[src/rtl/exc_pkg.sv]
package exc_pkg;
  localparam int XLEN      = 32;
  localparam int NUM_W     = 5;
  localparam int CODE_W    = 4;
  localparam int MASK_W    = 8;
  localparam int STK_W     = 6;
  localparam int MASK_LSB  = 8;
  localparam int CODE_LSB  = 2;
  localparam int PEND_LSB  = 10;

  localparam logic [NUM_W-1:0] RN_BADVA  = 5'd8;
  localparam logic [NUM_W-1:0] RN_STATUS = 5'd12;
  localparam logic [NUM_W-1:0] RN_CAUSE  = 5'd13;
  localparam logic [NUM_W-1:0] RN_EPC    = 5'd14;

  typedef enum logic [CODE_W-1:0] {
    EC_INT     = 4'd0,
    EC_ADDR_LD = 4'd4,
    EC_ADDR_ST = 4'd5,
    EC_BUS_I   = 4'd6,
    EC_BUS_D   = 4'd7,
    EC_SYSCALL = 4'd8,
    EC_BREAK   = 4'd9,
    EC_RSVD    = 4'd10,
    EC_OVF     = 4'd12
  } exc_code_e;
endpackage

[src/rtl/exc_mode_stack.sv]
module exc_mode_stack #(
  parameter int STK_W  = 6,
  parameter int MASK_W = 8
) (
  input  logic              clk,
  input  logic              rst_n,
  input  logic              exc_i,
  input  logic              rfe_i,
  input  logic              wr_i,
  input  logic [MASK_W-1:0] wr_mask_i,
  input  logic [STK_W-1:0]  wr_stk_i,
  output logic [MASK_W-1:0] mask_o,
  output logic [STK_W-1:0]  stk_o
);
  localparam int PAIR = 2;

  logic [STK_W-1:0]  stk_q, stk_n;
  logic [MASK_W-1:0] mask_q, mask_n;
  logic              stk_en, mask_en;

  always_comb begin
    stk_n = stk_q;
    if (exc_i)
      stk_n = {stk_q[STK_W-PAIR-1:0], {PAIR{1'b0}}};
    else if (rfe_i)
      stk_n = {stk_q[STK_W-1:STK_W-PAIR], stk_q[STK_W-1:PAIR]};
    else if (wr_i)
      stk_n = wr_stk_i;
    stk_en  = exc_i | rfe_i | wr_i;
    mask_n  = wr_mask_i;
    mask_en = wr_i;
  end

  always_ff @(posedge clk or negedge rst_n) begin
    if (!rst_n) begin
      stk_q  <= '0;
      mask_q <= '0;
    end else begin
      if (stk_en)  stk_q  <= stk_n;
      if (mask_en) mask_q <= mask_n;
    end
  end

  assign stk_o  = stk_q;
  assign mask_o = mask_q;


  exc_push_chk: assert property (@(posedge clk) disable iff (!rst_n)
    exc_i |=> (stk_o[PAIR-1:0] == '0) &&
              (stk_o[STK_W-1:PAIR] == $past(stk_o[STK_W-PAIR-1:0])));


  rfe_pop_chk: assert property (@(posedge clk) disable iff (!rst_n)
    (rfe_i && !exc_i) |=> (stk_o[STK_W-PAIR-1:0] == $past(stk_o[STK_W-1:PAIR])) &&
                          (stk_o[STK_W-1:STK_W-PAIR] == $past(stk_o[STK_W-1:STK_W-PAIR])));
endmodule

[src/rtl/exc_cause_unit.sv]
module exc_cause_unit #(
  parameter int NUM_HW = 6,
  parameter int CODE_W = 4
) (
  input  logic              clk,
  input  logic              rst_n,
  input  logic              exc_i,
  input  logic [CODE_W-1:0] code_i,
  input  logic [NUM_HW-1:0] hw_irq_i,
  input  logic              clr_i,
  input  logic [NUM_HW-1:0] clr_bits_i,
  input  logic [NUM_HW-1:0] irq_mask_i,
  input  logic              ie_i,
  output logic [CODE_W-1:0] code_o,
  output logic [NUM_HW-1:0] pend_o,
  output logic              take_o
);
  logic [CODE_W-1:0] code_q;
  logic [NUM_HW-1:0] pend_q, pend_n, clr_vec;
  logic              pend_en;

  always_comb begin
    clr_vec = clr_i ? clr_bits_i : '0;
    pend_n  = (pend_q & ~clr_vec) | hw_irq_i;
    pend_en = clr_i | (|hw_irq_i);
  end

  always_ff @(posedge clk or negedge rst_n) begin
    if (!rst_n) begin
      code_q <= '0;
      pend_q <= '0;
    end else begin
      if (exc_i)   code_q <= code_i;
      if (pend_en) pend_q <= pend_n;
    end
  end

  assign code_o = code_q;
  assign pend_o = pend_q;
  assign take_o = ie_i & (|(pend_q & irq_mask_i));


  code_cap_chk: assert property (@(posedge clk) disable iff (!rst_n)
    exc_i |=> code_o == $past(code_i));


  pend_set_chk: assert property (@(posedge clk) disable iff (!rst_n)
    (|hw_irq_i) |=> ((pend_o & $past(hw_irq_i)) == $past(hw_irq_i)));


  pend_sticky_chk: assert property (@(posedge clk) disable iff (!rst_n)
    !clr_i |=> ((pend_o & $past(pend_o)) == $past(pend_o)));
endmodule

[src/rtl/exc_addr_capture.sv]
module exc_addr_capture #(
  parameter int XLEN   = 32,
  parameter int CODE_W = 4
) (
  input  logic              clk,
  input  logic              rst_n,
  input  logic              exc_i,
  input  logic [CODE_W-1:0] code_i,
  input  logic [XLEN-1:0]   pc_i,
  input  logic [XLEN-1:0]   badaddr_i,
  output logic [XLEN-1:0]   epc_o,
  output logic [XLEN-1:0]   badva_o
);
  import exc_pkg::*;

  localparam logic [XLEN-1:0] INSN_BYTES = XLEN'(4);

  logic [XLEN-1:0] epc_q, epc_n, bad_q;
  logic            addr_fault;

  always_comb begin
    epc_n      = pc_i - INSN_BYTES;
    addr_fault = exc_i && ((code_i == CODE_W'(EC_ADDR_LD)) ||
                           (code_i == CODE_W'(EC_ADDR_ST)));
  end

  always_ff @(posedge clk or negedge rst_n) begin
    if (!rst_n) begin
      epc_q <= '0;
      bad_q <= '0;
    end else begin
      if (exc_i)      epc_q <= epc_n;
      if (addr_fault) bad_q <= badaddr_i;
    end
  end

  assign epc_o   = epc_q;
  assign badva_o = bad_q;


  epc_rewind_chk: assert property (@(posedge clk) disable iff (!rst_n)
    exc_i |=> epc_o == $past(pc_i) - INSN_BYTES);


  badva_keep_chk: assert property (@(posedge clk) disable iff (!rst_n)
    (exc_i && code_i != CODE_W'(EC_ADDR_LD) && code_i != CODE_W'(EC_ADDR_ST))
      |=> $stable(badva_o));
endmodule

[src/rtl/exc_state_regs.sv]
module exc_state_regs #(
  parameter int              NUM_HW_IRQ   = 6,
  parameter logic [31:0]     HANDLER_ADDR = 32'h8000_0080
) (
  input  logic        clk,
  input  logic        rst_n,
  input  logic        exc_req_i,
  input  logic [3:0]  exc_code_i,
  input  logic [31:0] exc_pc_i,
  input  logic [31:0] exc_badaddr_i,
  input  logic [5:0]  hw_irq_i,
  input  logic        rfe_i,
  input  logic        mt_en_i,
  input  logic [4:0]  mt_num_i,
  input  logic [31:0] mt_data_i,
  input  logic [4:0]  mf_num_i,
  output logic [31:0] mf_data_o,
  output logic [31:0] handler_pc_o,
  output logic        irq_take_o
);
  import exc_pkg::*;

  localparam int MASK_OFS = PEND_LSB - MASK_LSB;

  logic                  rst_meta, rst_sync;
  logic [MASK_W-1:0]     mask;
  logic [STK_W-1:0]      stk;
  logic [CODE_W-1:0]     code;
  logic [NUM_HW_IRQ-1:0] pend;
  logic [XLEN-1:0]       epc, badva;
  logic                  wr_status, wr_cause;

  always_ff @(posedge clk or negedge rst_n) begin
    if (!rst_n) begin
      rst_meta <= 1'b0;
      rst_sync <= 1'b0;
    end else begin
      rst_meta <= 1'b1;
      rst_sync <= rst_meta;
    end
  end

  always_comb begin
    wr_status = mt_en_i && (mt_num_i == RN_STATUS);
    wr_cause  = mt_en_i && (mt_num_i == RN_CAUSE);
  end

  exc_mode_stack #(.STK_W(STK_W), .MASK_W(MASK_W)) u_stack (
    .clk       (clk),
    .rst_n     (rst_sync),
    .exc_i     (exc_req_i),
    .rfe_i     (rfe_i),
    .wr_i      (wr_status),
    .wr_mask_i (mt_data_i[MASK_LSB +: MASK_W]),
    .wr_stk_i  (mt_data_i[STK_W-1:0]),
    .mask_o    (mask),
    .stk_o     (stk)
  );

  exc_cause_unit #(.NUM_HW(NUM_HW_IRQ), .CODE_W(CODE_W)) u_cause (
    .clk        (clk),
    .rst_n      (rst_sync),
    .exc_i      (exc_req_i),
    .code_i     (exc_code_i),
    .hw_irq_i   (hw_irq_i[NUM_HW_IRQ-1:0]),
    .clr_i      (wr_cause),
    .clr_bits_i (mt_data_i[PEND_LSB +: NUM_HW_IRQ]),
    .irq_mask_i (mask[MASK_OFS +: NUM_HW_IRQ]),
    .ie_i       (stk[0]),
    .code_o     (code),
    .pend_o     (pend),
    .take_o     (irq_take_o)
  );

  exc_addr_capture #(.XLEN(XLEN), .CODE_W(CODE_W)) u_addr (
    .clk       (clk),
    .rst_n     (rst_sync),
    .exc_i     (exc_req_i),
    .code_i    (exc_code_i),
    .pc_i      (exc_pc_i),
    .badaddr_i (exc_badaddr_i),
    .epc_o     (epc),
    .badva_o   (badva)
  );

  always_comb begin
    mf_data_o = '0;
    unique case (mf_num_i)
      RN_BADVA:  mf_data_o = badva;
      RN_EPC:    mf_data_o = epc;
      RN_STATUS: begin
        mf_data_o[MASK_LSB +: MASK_W] = mask;
        mf_data_o[STK_W-1:0]          = stk;
      end
      RN_CAUSE: begin
        mf_data_o[PEND_LSB +: NUM_HW_IRQ] = pend;
        mf_data_o[CODE_LSB +: CODE_W]     = code;
      end
      default: mf_data_o = '0;
    endcase
  end

  assign handler_pc_o = HANDLER_ADDR;


  take_needs_ie_chk: assert property (@(posedge clk) disable iff (!rst_sync)
    irq_take_o |-> stk[0]);


  stray_write_chk: assert property (@(posedge clk) disable iff (!rst_sync)
    (mt_en_i && !wr_status && !wr_cause && !exc_req_i && !rfe_i)
      |=> $stable(stk) && $stable(mask) && $stable(epc) && $stable(badva));
endmodule

[config.mk]
export PLATFORM = sky130hd
export DESIGN_NAME = exc_state_regs
export DESIGN_NICKNAME = d
export VERILOG_FILES = /design/src/rtl/exc_pkg.sv /design/src/rtl/exc_mode_stack.sv /design/src/rtl/exc_cause_unit.sv /design/src/rtl/exc_addr_capture.sv /design/src/rtl/exc_state_regs.sv
export SDC_FILE = /design/constraint.sdc
export NUM_CORES = 1
export LEC_CHECK = 0
export ABC_AREA = 1
export BUFFER_PORTS_ARGS = -buffer_cell sky130_fd_sc_hd__buf_2
export CAP_MARGIN = 20
export CELL_PAD_IN_SITES_DETAIL_PLACEMENT = 1
export CELL_PAD_IN_SITES_GLOBAL_PLACEMENT = 1
export CORE_MARGIN = 2
export CORE_UTILIZATION = 36
export CTS_CLUSTER_SIZE = 10
export DETAILED_ROUTE_END_ITERATION = 10
export MAX_ROUTING_LAYER = met4
export PLACE_DENSITY_LB_ADDON = 0.1
export REMOVE_ABC_BUFFERS = 1
export SLEW_MARGIN = 25
export SYNTH_ARGS = -nofsm -noshare
export SYNTH_HDL_FRONTEND = slang
export SYNTH_SLANG_ARGS = --single-unit
export TNS_END_PERCENT = 20
[constraint.sdc]
create_clock -name clk -period 3.4 [get_ports clk]
set_clock_uncertainty 0.2 [all_clocks]
set_input_delay 0.51 -clock clk [delete_from_list [all_inputs] [get_ports clk]]
set_output_delay 0.51 -clock clk [all_outputs]
set_load 0.01 [all_outputs]
**Word-level counts from Yosys, hierarchy flattened**

Cells that the tools add are included.
W data, S select, Z words.

- Register bits after elaboration: 90
- Latch bits: 0
- RAM bits: 0
- ROM bits: 0
- Input port bits: 121
- Word-level logic and storage cells: 47
- Memories kept: 0

- Add/subtract/negate cells: 1
- $mul: 0
- Div/mod/pow operators: 0
- $lt $le $gt $ge: 0
- Equality and inequality tests: 9
- Shift-type cells: 0
- Mux-type cells: 10
- Bitwise gates (word level): 8
- Reduce and logical (&&, ||, !) cells: 10

Operator list:

| kind | number |
|---|---|
| $pmux W16 S2 | 1 |
| $sub A32 B3 Y32 const B | 1 |
| $eq A5 B4 Y1 const B | 6 |
| $mux W6 | 4 |
| $pmux W6 S4 | 1 |
| $pmux W4 S4 | 1 |
| $and A6 B6 Y6 | 2 |
| $pmux W2 S3 | 2 |
| $reduce_or A6 Y1 | 2 |
| $eq A4 B3 Y1 const B | 2 |
| $not A6 Y6 | 1 |
| $or A6 B6 Y6 | 1 |
| $pmux W2 S2 | 1 |
| $logic_and A1 B1 Y1 | 3 |
| $or A1 B1 Y1 | 3 |
| $reduce_and A3 Y1 | 1 |
| $reduce_bool A3 Y1 | 1 |
| $ne A2 B2 Y1 const B | 1 |
| $reduce_and A2 Y1 | 1 |
| $reduce_bool A2 Y1 | 1 |
| $and A1 B1 Y1 | 1 |
| $logic_or A1 B1 Y1 | 1 |

**Longest topological paths before layout**

- Depth in word-level cells: 6
- Gate-level depth with buffers: 9

**Cells and area by module**

From an unflattened synthesis, not the netlist that was laid out.

- Cell total of the unflattened synthesis: 716
- Area, all modules: 5582.9 sq um

By module, submodules not included:

| module | instances | cells each | area an instance (sq um) | sequential area each (sq um) |
|---|---|---|---|---|
| exc_addr_capture | 1 | 368 | 3244.4 | 1601.5 |
| exc_state_regs | 1 | 229 | 1290.0 | 50.0 |
| exc_mode_stack | 1 | 80 | 635.6 | 350.3 |
| exc_cause_unit | 1 | 39 | 412.9 | 250.2 |

**Worst setup path before layout**

Ideal clock, no wire load.

- Kind: input -> output
- Start: input mf_num_i[3]
- End: output mf_data_o[2]
- Arrival: 1.332 ns
- Data required time: 2.690 ns
- Setup slack: 1.358 ns
- Stages on the path: 7
- Cells stage by stage: inv_1 nor2_2 nand4_1 inv_2 buf_6 nand2_1 o2111ai_1

- Word-level cells in the longest chain between the ends: 2

Ends and longest elaborated chain:

| what | RTL line | source |
|---|---|---|
| from (decl) | exc_state_regs.sv:16 | `input logic [4:0] mf_num_i,` |
| $eq A5 B4 Y1 | exc_state_regs.sv:88 | `unique case (mf_num_i)` |
| $pmux W4 S4 * | exc_state_regs.sv:88 |  |
| to (decl) | exc_state_regs.sv:17 | `output logic [31:0] mf_data_o,` |

Every way passes the cells marked *; elsewhere a longest branch is shown, timed or not.

**Final worst setup path**

- Start: input mf_num_i[4]
- End: output mf_data_o[10]

- Word-level cells in the longest chain between the ends: 2

Ends and longest elaborated chain:

| what | RTL line |
|---|---|
| $eq A5 B4 Y1 | exc_state_regs.sv:88 |
| $pmux W6 S4 * | exc_state_regs.sv:88 |

Marks and branches as above.

==> impl_metrics.env <==
export IMPL_setup_violations=0
export IMPL_grt_max_degree=54
export IMPL_cp_common_cell="buf_2"
export IMPL_firstDrtPassIters=6
export IMPL_wl_per_cell_um=15.9
export IMPL_p_per_area_nw_per_um2=461
export IMPL_whs_path_depth=3
export IMPL_ys_seq_area_share_pct=44.6
export IMPL_dieArea_um2=15000
export IMPL_max_stage_delay_ns=0.56
export IMPL_hold_viol_final=0
export IMPL_hold_path_class="input pin to flip-flop"
export IMPL_cts_resized=0
export IMPL_leakage_nw=3.11
export IMPL_path_delay_family="simple AND/OR/NAND/NOR gates"
export IMPL_tns_ns=0
export IMPL_start_util_pct=36.7
export IMPL_drt_iter0_markers=151
export IMPL_clock_sinks=90
export IMPL_slew_headroom_pct=39.7
export IMPL_layout_nets=877
export IMPL_clk_pin_slew_worst_paths_ns=0.07
export IMPL_rows=43
export IMPL_startpoint_type="input pin"
export IMPL_antenna_found_initial=0
export IMPL_root_buffer="clkbuf_16"
export IMPL_netlist_instances=620
export IMPL_avgSynthCellArea_um2=8.15
export IMPL_timing_critical_path_cells="buf_2, nor2_2, nand2_1, nor3_2, a22oi_1, nand3_1, buf_2"
export IMPL_cp_max_fo=10
export IMPL_drive_above_1_share_pct=22.9
export IMPL_die_w_um=122
export IMPL_synth_edf_count=0
export IMPL_reg2reg_depth=1
export IMPL_num_antenna_cells=0
export IMPL_period_share_pct=77.8
export IMPL_die_h_um=122
export IMPL_ys_dominant_reg_cell="dfrtp_1"
export IMPL_cts_tree="built"
export IMPL_htree_levels=3
export IMPL_clock_path_buffers=2
export IMPL_cp_data_arrival_time_ns=1.93
export IMPL_crit_cells=7
export IMPL_core_area_um2=13800
export IMPL_ir_drop_mv=0.255
export IMPL_critical_path_slowest_cell="nor3_2"
export IMPL_gr_usage_all_layers_pct=21.4
export IMPL_synth_area_um2=5050
export IMPL_pre_cts_ws_ns=0.738
export IMPL_grt_pass1_wl_um=24000
export IMPL_portBuffers=135
export IMPL_tightest_slew_ns=0.902
export IMPL_critPathKind="input pin to primary output"
export IMPL_status="complete, no violations"
export IMPL_wirelength_um=14900
export IMPL_dp_hpwl_um=11300
export IMPL_yosysWarnings=0
export IMPL_grt_setup_unrepaired="false"
export IMPL_final_max_slew_viol_count=0
export IMPL_viasPerCell=4.85
export IMPL_io_pins=186
export IMPL_fillers=1720
export IMPL_maxCapViolCount=0
export IMPL_max_freq_mhz=378
export IMPL_crit_required_ns=2.69
export IMPL_async_flop_share_pct=100
export IMPL_cp_buffers_inverters=2
export IMPL_synth_seq_cells=90
export IMPL_grt_pass1_vias=4889
export IMPL_synth_cell_types=35
export IMPL_via_count=4562
export IMPL_drc=0
export IMPL_gp_congestion=0.857
export IMPL_post_route_min_period_ns=2.64
export IMPL_ant_nets=0
export IMPL_grt_overflow_total=0
export IMPL_clk_latency_ns=0.35
export IMPL_areaGrowthSynthToFinish_pct=20.9
export IMPL_cts_buffers=9
export IMPL_critPathCaptureType="primary output"
export IMPL_layout_setup_ws_ns=0.755
placed cells by master, fill, tap and decap left out, types with 3 or more instances in the layout:
cell type	count
clkbuf_16	9
o21ai_0	33
a31oi_1	6
a21oi_1	9
buf_4	6
conb_1	33
nand4_1	8
nand2_1	162
mux2_1	30
inv_1	59
nor2_2	4
a22o_1	19
xnor2_1	3
nand3_1	37
dfrtp_1	89
nor2_1	68
nand2_2	4
o21bai_1	4
buf_2	135
a22oi_1	7
o2111ai_1	4
routing by layer:
metal	vias up	GRT usage [%]	share of wire, %
met4	0	6.18	1.4
met3	13	4.51	4.6
li1	2233	-	-
met2	104	35.1	47
met5	-	-	0
met1	2212	26.8	47
where the power goes:
group / total (W) / leakage (nW) / switching, W / internal (W)
logic: 0.000380 / 1.87 / 0.000212 / 0.000168
registers: 0.00132 / 1.07 / 0.0000946 / 0.00122
clock network: 0.00112 / 0.163 / 0.000434 / 0.000685
total: 0.00282 / 3.11 / 0.000741 / 0.00208
per-stage QoR:
| step | hold WS, ns | std cells | power (W) | cell area (um^2) | util, % |
|---|---|---|---|---|---|
| floorplan | 0.0144 | 602 | 0.00154 | 4820 | - |
| global placement | 0.0949 | 923 | 0.00170 | 5770 | 41.9 |
| detailed placement | 0.0982 | 923 | 0.00172 | 5770 | 41.9 |
| CTS | 0.131 | 940 | 0.00286 | 6110 | 44.4 |
| global route | 0.149 | 940 | 0.00297 | 6110 | 44.4 |
| finish | 0.146 | 940 | 0.00282 | 6110 | 44.4 |
synth_stat cells (3+ instances only):
| cell | number | area [um^2] |
|---|---|---|
| nand2_1 | 162 | 608 |
| nand3_1 | 37 | 185 |
| nand4_1 | 8 | 50.1 |
| o21bai_1 | 4 | 30.0 |
| buf_4 | 32 | 240 |
| buf_2 | 7 | 35.0 |
| mux2_1 | 30 | 338 |
| a22oi_1 | 7 | 52.6 |
| nand2_2 | 4 | 25.0 |
| a22o_1 | 19 | 166 |
| inv_1 | 59 | 221 |
| nor2_2 | 4 | 25.0 |
| a21oi_1 | 9 | 45.0 |
| buf_6 | 5 | 56.3 |
| o21ai_0 | 33 | 165 |
| a31oi_1 | 6 | 37.5 |
| xnor2_1 | 3 | 26.3 |
| o2111ai_1 | 4 | 35.0 |
| clkbuf_1 | 5 | 18.8 |
| dfrtp_1 | 90 | 2250 |
| nor2_1 | 68 | 255 |
cell type report:
class | count | area (um^2) | share of cell area [%]
well taps | 180 | 225 | 3.69
repair buffers | 142 | 731 | 12.0
clock buffers | 12 | 256 | 4.20
multi-input cells | 451 | 2340 | 38.3
inverters | 61 | 229 | 3.75
clock inverters | 4 | 73.8 | 1.21
flip-flops and latches | 90 | 2260 | 36.9
final timing paths:
kind                                                 end          startpoint  slack (ns)
max                                        mf_data_o[10]         mf_num_i[4]        0.76
min                        u_cause.pend_o[1]$_DFFE_PN0P_         hw_irq_i[1]        0.15
max reg2reg                 u_stack.stk_o[0]$_DFFE_PN0P_  rst_sync$_DFF_PN0_        2.05
min reg2reg                           rst_sync$_DFF_PN0_  rst_meta$_DFF_PN0_        0.16
max in group asynchronous   u_stack.stk_o[0]$_DFFE_PN0P_  rst_sync$_DFF_PN0_        2.05
min in group asynchronous  u_addr.badva_o[5]$_DFFE_PN0P_  rst_sync$_DFF_PN0_        0.20
what timing repair did:
item                                    CTS  global route
endpoints found under the setup margin    0             0
setup buffers                             0             0
hold endpoints to repair                  2             0
hold buffers                              1             0
flip-flops by register name, indices dropped and copies added, names as in the netlist:
signal / flops
u_addr.badva_o: 32
rst_sync: 1
u_stack.stk_o: 6
u_cause.pend_o: 6
u_addr.epc_o: 32
rst_meta: 1
u_cause.code_o: 4
u_stack.mask_o: 8
kinds of logic after synthesis:
kind of cell	synth area share, %
other cells	0.149
xor+xnor	0.866
compound gates	11.6
simple gates	24.0
fa+ha+maj	0.247
mux	7.13
flops	44.6
buf+inv	11.5
No activity file was read; power rests on OpenSTA's default activity.
